### config.mk
export PLATFORM = sky130hd
export DESIGN_NAME = i2c_addr_recognizer
export DESIGN_NICKNAME = d
export VERILOG_FILES = /design/src/rtl/i2c_addr_pkg.sv /design/src/rtl/i2c_addr_datapath.sv /design/src/rtl/i2c_addr_ctrl.sv /design/src/rtl/i2c_addr_recognizer.sv
export SDC_FILE = /design/constraint.sdc
export NUM_CORES = 1
export LEC_CHECK = 0
export BUFFER_PORTS_ARGS = -buffer_cell sky130_fd_sc_hd__buf_4
export CORE_MARGIN = 2
export CORE_UTILIZATION = 40
export CTS_CLUSTER_DIAMETER = 60
export CTS_CLUSTER_SIZE = 12
export DETAILED_ROUTE_END_ITERATION = 16
export PLACE_DENSITY = 0.73
export SLEW_MARGIN = 20
export SYNTH_ARGS = -nofsm -noshare
export SYNTH_HDL_FRONTEND = slang
export SYNTH_SLANG_ARGS = --single-unit
### constraint.sdc
create_clock -name clk -period 1.4 [get_ports clk]
set_input_delay 0.21 -clock clk [delete_from_list [all_inputs] [get_ports clk]]
set_output_delay 0.21 -clock clk [all_outputs]
set_load 0.02 [all_outputs]
### src/rtl/i2c_addr_pkg.sv
package i2c_addr_pkg;

  typedef enum logic [1:0] {
    PH_IDLE,
    PH_FIRST,
    PH_LOW,
    PH_DONE
  } phase_e;

  // compare results from datapath to control
  typedef struct packed {
    logic hdrWr;
    logic hdrRd;
    logic primary7;
    logic second7;
    logic low8;
    logic tenSeen;
  } hits_t;

  // strobes from control to datapath
  typedef struct packed {
    logic match;
    logic txSet;
    logic dualSel;
    logic tenSet;
    logic busEnd;
  } strobe_t;

endpackage

### src/rtl/i2c_addr_datapath.sv
module i2c_addr_datapath
  import i2c_addr_pkg::*;
#(
  parameter int ADDR_W       = 10,
  parameter int BYTE_W       = 8,
  parameter bit DUAL_SUPPORT = 1'b1
) (
  input  logic              clk,
  input  logic              rstN,
  input  logic [ADDR_W-1:0] cfgAddr,
  input  logic [BYTE_W-2:0] cfgAddr2,
  input  logic              cfgDualEn,
  input  logic              cfgEvtIrqEn,
  input  logic [BYTE_W-1:0] byteData,
  input  logic              flagClr,
  input  strobe_t           strobe,
  output hits_t             hits,
  output logic              addrFlag,
  output logic              evtIrq,
  output logic              dualHit,
  output logic              isTransmit
);

  localparam int SHORT_W  = BYTE_W - 1;
  localparam int HI_W     = ADDR_W - BYTE_W;
  localparam int PREFIX_W = BYTE_W - 1 - HI_W;
  localparam logic [PREFIX_W-1:0] HDR_PREFIX = PREFIX_W'((1 << PREFIX_W) - 2);

  logic tenSeen;
  logic hdrMatch;
  logic second7;

  assign hdrMatch = (byteData[BYTE_W-1 -: PREFIX_W] == HDR_PREFIX) &&
                    (byteData[HI_W:1] == cfgAddr[ADDR_W-1 -: HI_W]);

  generate
    if (DUAL_SUPPORT) begin : g_dual
      assign second7 = cfgDualEn && (byteData[BYTE_W-1:1] == cfgAddr2);
    end else begin : g_single
      assign second7 = 1'b0;
    end
  endgenerate

  always_comb begin
    hits.hdrWr    = hdrMatch & ~byteData[0];
    hits.hdrRd    = hdrMatch & byteData[0];
    hits.primary7 = (byteData[BYTE_W-1:1] == cfgAddr[SHORT_W-1:0]);
    hits.second7  = second7;
    hits.low8     = (byteData == cfgAddr[BYTE_W-1:0]);
    hits.tenSeen  = tenSeen;
  end

  always_ff @(posedge clk) begin
    if (!rstN) begin
      addrFlag   <= 1'b0;
      isTransmit <= 1'b0;
      dualHit    <= 1'b0;
      tenSeen    <= 1'b0;
    end else begin
      if (strobe.match)  addrFlag <= 1'b1;
      else if (flagClr)  addrFlag <= 1'b0;

      if (strobe.busEnd) begin
        isTransmit <= 1'b0;
        tenSeen    <= 1'b0;
      end else begin
        if (strobe.match) begin
          isTransmit <= strobe.txSet;
          dualHit    <= strobe.dualSel;
        end
        if (strobe.tenSet) tenSeen <= 1'b1;
      end
    end
  end

  assign evtIrq = addrFlag & cfgEvtIrqEn;

endmodule

### src/rtl/i2c_addr_ctrl.sv
module i2c_addr_ctrl
  import i2c_addr_pkg::*;
(
  input  logic    clk,
  input  logic    rstN,
  input  logic    cfgTenBit,
  input  logic    cfgAckEn,
  input  logic    evStart,
  input  logic    evStop,
  input  logic    byteValid,
  input  logic    byteRw,
  input  hits_t   hits,
  output logic    ackPulse,
  output strobe_t strobe
);

  phase_e  phase, nextPhase;
  strobe_t nextStrobe;
  logic    nextAck;

  always_comb begin
    nextPhase  = phase;
    nextStrobe = '0;
    nextAck    = 1'b0;
    if (evStop) begin
      nextPhase         = PH_IDLE;
      nextStrobe.busEnd = 1'b1;
    end else if (evStart) begin
      nextPhase = PH_FIRST;
    end else if (byteValid) begin
      unique case (phase)
        PH_FIRST: begin
          if (cfgTenBit && hits.hdrWr) begin
            nextAck   = cfgAckEn;
            nextPhase = PH_LOW;
          end else if (cfgTenBit && hits.hdrRd && hits.tenSeen) begin
            nextAck          = cfgAckEn;
            nextStrobe.match = 1'b1;
            nextStrobe.txSet = 1'b1;
            nextPhase        = PH_DONE;
          end else if (!cfgTenBit && hits.primary7) begin
            nextAck          = cfgAckEn;
            nextStrobe.match = 1'b1;
            nextStrobe.txSet = byteRw;
            nextPhase        = PH_DONE;
          end else if (hits.second7) begin
            nextAck            = cfgAckEn;
            nextStrobe.match   = 1'b1;
            nextStrobe.txSet   = byteRw;
            nextStrobe.dualSel = 1'b1;
            nextPhase          = PH_DONE;
          end else begin
            nextPhase = PH_IDLE;
          end
        end
        PH_LOW: begin
          if (hits.low8) begin
            nextAck           = cfgAckEn;
            nextStrobe.match  = 1'b1;
            nextStrobe.tenSet = 1'b1;
            nextPhase         = PH_DONE;
          end else begin
            nextPhase = PH_IDLE;
          end
        end
        default: nextPhase = phase;
      endcase
    end
  end

  always_ff @(posedge clk) begin
    if (!rstN) begin
      phase    <= PH_IDLE;
      strobe   <= '0;
      ackPulse <= 1'b0;
    end else begin
      phase    <= nextPhase;
      strobe   <= nextStrobe;
      ackPulse <= nextAck;
    end
  end

endmodule

### src/rtl/i2c_addr_recognizer.sv
module i2c_addr_recognizer
  import i2c_addr_pkg::*;
#(
  parameter int ADDR_W       = 10,
  parameter int BYTE_W       = 8,
  parameter bit DUAL_SUPPORT = 1'b1
) (
  input  logic              clk,
  input  logic              rstN,
  input  logic              cfgTenBit,
  input  logic              cfgDualEn,
  input  logic              cfgAckEn,
  input  logic              cfgEvtIrqEn,
  input  logic [ADDR_W-1:0] cfgAddr,
  input  logic [BYTE_W-2:0] cfgAddr2,
  input  logic              evStart,
  input  logic              evStop,
  input  logic              byteValid,
  input  logic [BYTE_W-1:0] byteData,
  input  logic              flagClr,
  output logic              ackOut,
  output logic              addrFlag,
  output logic              evtIrq,
  output logic              dualHit,
  output logic              isTransmit
);

  hits_t   hits;
  strobe_t strobe;

  i2c_addr_ctrl u_ctrl (
    .clk      (clk),
    .rstN     (rstN),
    .cfgTenBit(cfgTenBit),
    .cfgAckEn (cfgAckEn),
    .evStart  (evStart),
    .evStop   (evStop),
    .byteValid(byteValid),
    .byteRw   (byteData[0]),
    .hits     (hits),
    .ackPulse (ackOut),
    .strobe   (strobe)
  );

  i2c_addr_datapath #(
    .ADDR_W      (ADDR_W),
    .BYTE_W      (BYTE_W),
    .DUAL_SUPPORT(DUAL_SUPPORT)
  ) u_dp (
    .clk        (clk),
    .rstN       (rstN),
    .cfgAddr    (cfgAddr),
    .cfgAddr2   (cfgAddr2),
    .cfgDualEn  (cfgDualEn),
    .cfgEvtIrqEn(cfgEvtIrqEn),
    .byteData   (byteData),
    .flagClr    (flagClr),
    .strobe     (strobe),
    .hits       (hits),
    .addrFlag   (addrFlag),
    .evtIrq     (evtIrq),
    .dualHit    (dualHit),
    .isTransmit (isTransmit)
  );

endmodule

==> impl_metrics.tcl <==
set metrics [dict create \
    insertion_delay_ns 0.26 \
    worstSetupPathType "primary input to flop" \
    grt_pass1_wl_um 3490 \
    antenna_found_initial 0 \
    grt_setup_unrepaired "no" \
    setup_slack_ns 0.0273 \
    synth.avg_cell_area_um2 8.41 \
    hold_viol 0 \
    synthFlopType "dfxtp_1" \
    fin_crit_sh 0.981 \
    drv_slew 0 \
    firstDrtPassIters 4 \
    dpl.hpwl_um 1780 \
    met3WireLength_um 188 \
    pre_cts_ws_ns -0.237 \
    die_h_um 49.4 \
    yosysSeqAreaShare 0.291 \
    final_cell_mix "buf_4 (50), xor2_1 (22), dfxtp_1 (12)" \
    drc 0 \
    setup_viol 0 \
    worstPathMaxFanout 4 \
    min_path_cells 2 \
    yosys_warnings 0 \
    grt_usage 0.182 \
    hp-start "evStop" \
    crit_required_ns 1.59 \
    max_cap_violations 0 \
    skew_ns 0.00140 \
    clkTransAtPathRegs_ns 0.07 \
    row_count 16 \
    vias 893 \
    met1_length_um 731 \
    via_per_inst 4.99 \
    drive_gt1_frac 0.375 \
    cts_buffers 3 \
    synth_nets 135 \
    die_x_um 49.4 \
    rr_worst_depth 5 \
    max_slew_margin 0.743 \
    synth-edff-count 0 \
    min_delay_worst_endpoint "u_ctrl.strobe[0]$_SDFF_PN0_" \
    status "finished clean" \
    hold-worst-slack_ns 0.170 \
    synthCells 98 \
    antenna_left 0 \
    layout_commonest_cell "buf_4" \
    met2_length_um 1070 \
    core-area_um2 1960 \
    cts_setup_buffers 0 \
    synth.top_cell.area_share 0.291 \
    area_growth_pct 54.8 \
    port-buffer-count 39 \
    hp-class "primary input to flop" \
    floorplan.die_area_um2 2440 \
    fmax_ghz 0.728 \
    htreeDepth 1 \
    ys_ff_latch 12 \
    reg2reg_from "u_ctrl.phase[0]$_SDFFE_PP0P_" \
    yosys.area.top_type "dfxtp_1" \
    leakage_nw 0.593 \
    cts.root.buffer_cell "clkbuf_4" \
    period_needed_ns 1.37 \
    grt_max_degree 8 \
    r2r_end "u_ctrl.phase[1]$_SDFFE_PP0P_" \
    clock_path_buffers 2 \
    setup.reg_to_reg.worst_slack_ns 0.17 \
    fill_cells 182 \
    diodes 0 \
    final_util 0.651 \
    start_util 0.420 \
    dr.first_iter.drc_count 27 \
    end_kind "flop" \
    place.gp.congestion 0.785 \
    cts_tree "yes" \
    mappedNetlistArea_um2 825 \
    worstPathArrival_ns 1.56 \
    cts.sink_count 12 \
    top_layer "met4" \
    ios 40 \
    nets 190 \
    synthTopCellsByArea "dfxtp_1 (29%), xor2_1 (23%), nor2_1 (3.6%)" \
    synth_cell_types 28 \
    async_reset_ff_frac 0 \
    p_per_area_nw_per_um2 637 \
    vdd_drop_max_mv 0.325 \
    avgRoutedWirePerCell_um 11.2 \
    routed_wl_um 2010 \
    cp-start-kind "primary input" \
    grt_pass1_vias 865 \
    worst_slew_pin_slew_ns 0.382 \
    overflow 0 \
]
==> cell type report <==
cell class	instances	area (µm²)	share of cell area
well taps	27	33.8	0.0265
multi-input cells	80	568	0.445
inverters	6	22.5	0.0176
flip-flops and latches	12	240	0.188
repair buffers	50	375	0.294
clock buffers	4	36.3	0.0284
==> metrics by stage <==
step                instance area (µm²)  total power (W)  std cells  TNS, ns
floorplan                           825         0.000425         98  -0.0515
global placement                   1230         0.000556        175   -0.990
detailed placement                 1230         0.000561        175    -1.25
CTS                                1270         0.000821        179        0
global route                       1280         0.000863        179        0
finish                             1280         0.000813        179        0
==> registers in the layout, summed over array words and instances (netlist names) <==
register and count:
u_dp.tenSeen 1, u_ctrl.ackPulse 1, u_dp.addrFlag 1, u_ctrl.phase 2
u_dp.dualHit 1, u_ctrl.strobe 5, u_dp.isTransmit 1
==> how the worst max path moves through the flow <==
stage	start	to
final	byteData[3]	u_ctrl.phase[1]$_SDFFE_PP0P_
after floorplan	byteData[3]	u_ctrl.strobe[4]$_SDFF_PP0_
after CTS	byteData[3]	u_ctrl.phase[1]$_SDFFE_PP0P_
after global placement	byteData[3]	u_ctrl.phase[0]$_SDFFE_PP0P_
after detailed placement	byteData[3]	u_ctrl.phase[1]$_SDFFE_PP0P_
after global routing	byteData[3]	u_ctrl.phase[1]$_SDFFE_PP0P_
==> cell families (layout without fill, tap and decap cells) <==
group           Yosys count  count (layout)  synth area share
mux                       2               2            0.0243
fa+ha+maj                 2               2            0.0303
xor+xnor                 24              24             0.255
buf+inv                   6              60            0.0273
flops                    12              12             0.291
compound gates           15              15             0.114
simple gates             37              37             0.258
==> critical path, stage by stage <==
cell and delay, ns:
buf_4 0.12, nand4b_1 0.16, or4_4 0.54, a21oi_1 0.24, o31ai_1 0.10, a41oi_1 0.19
==> power by group <==
| group | internal (W) | total (W) | leakage (nW) | switching (W) |
|---|---|---|---|---|
| clock | 0.000158 | 0.000259 | 0.0210 | 0.000101 |
| sequential | 0.000345 | 0.000347 | 0.0971 | 0.00000218 |
| combinational | 0.000123 | 0.000207 | 0.475 | 0.0000840 |
| total | 0.000625 | 0.000813 | 0.593 | 0.000187 |
==> routing by layer <==
metal | up-vias | GRT usage
li1 | 446 | -
met1 | 382 | 0.185
met2 | 59 | 0.365
met3 | 6 | 0.0276
met4 | 0 | 0.0694
met5 | - | 0
==> repair_timing <==
item / 4_1_cts / 5_1_grt
resized for setup: 0 / 1
endpoints found under the setup margin: 0 / 1
hold buffers: 0 / 0
endpoints found under the hold margin: 0 / 0
==> cells in the mapped netlist, types with 2 or more instances <==
master and count:
nand2_1 5, nor2b_1 3, xor2_1 22, o31ai_1 2
and2_1 3, o21a_1 3, inv_1 6, nand2b_1 2
xnor2_1 2, a21oi_1 4, ha_1 2, mux2i_1 2
nor4_1 4, o21ai_0 3, and3_1 2, nand4_1 2
a31oi_1 2, nor2_1 8, dfxtp_1 12
Note: power is estimated with default switching activity, not from simulation.
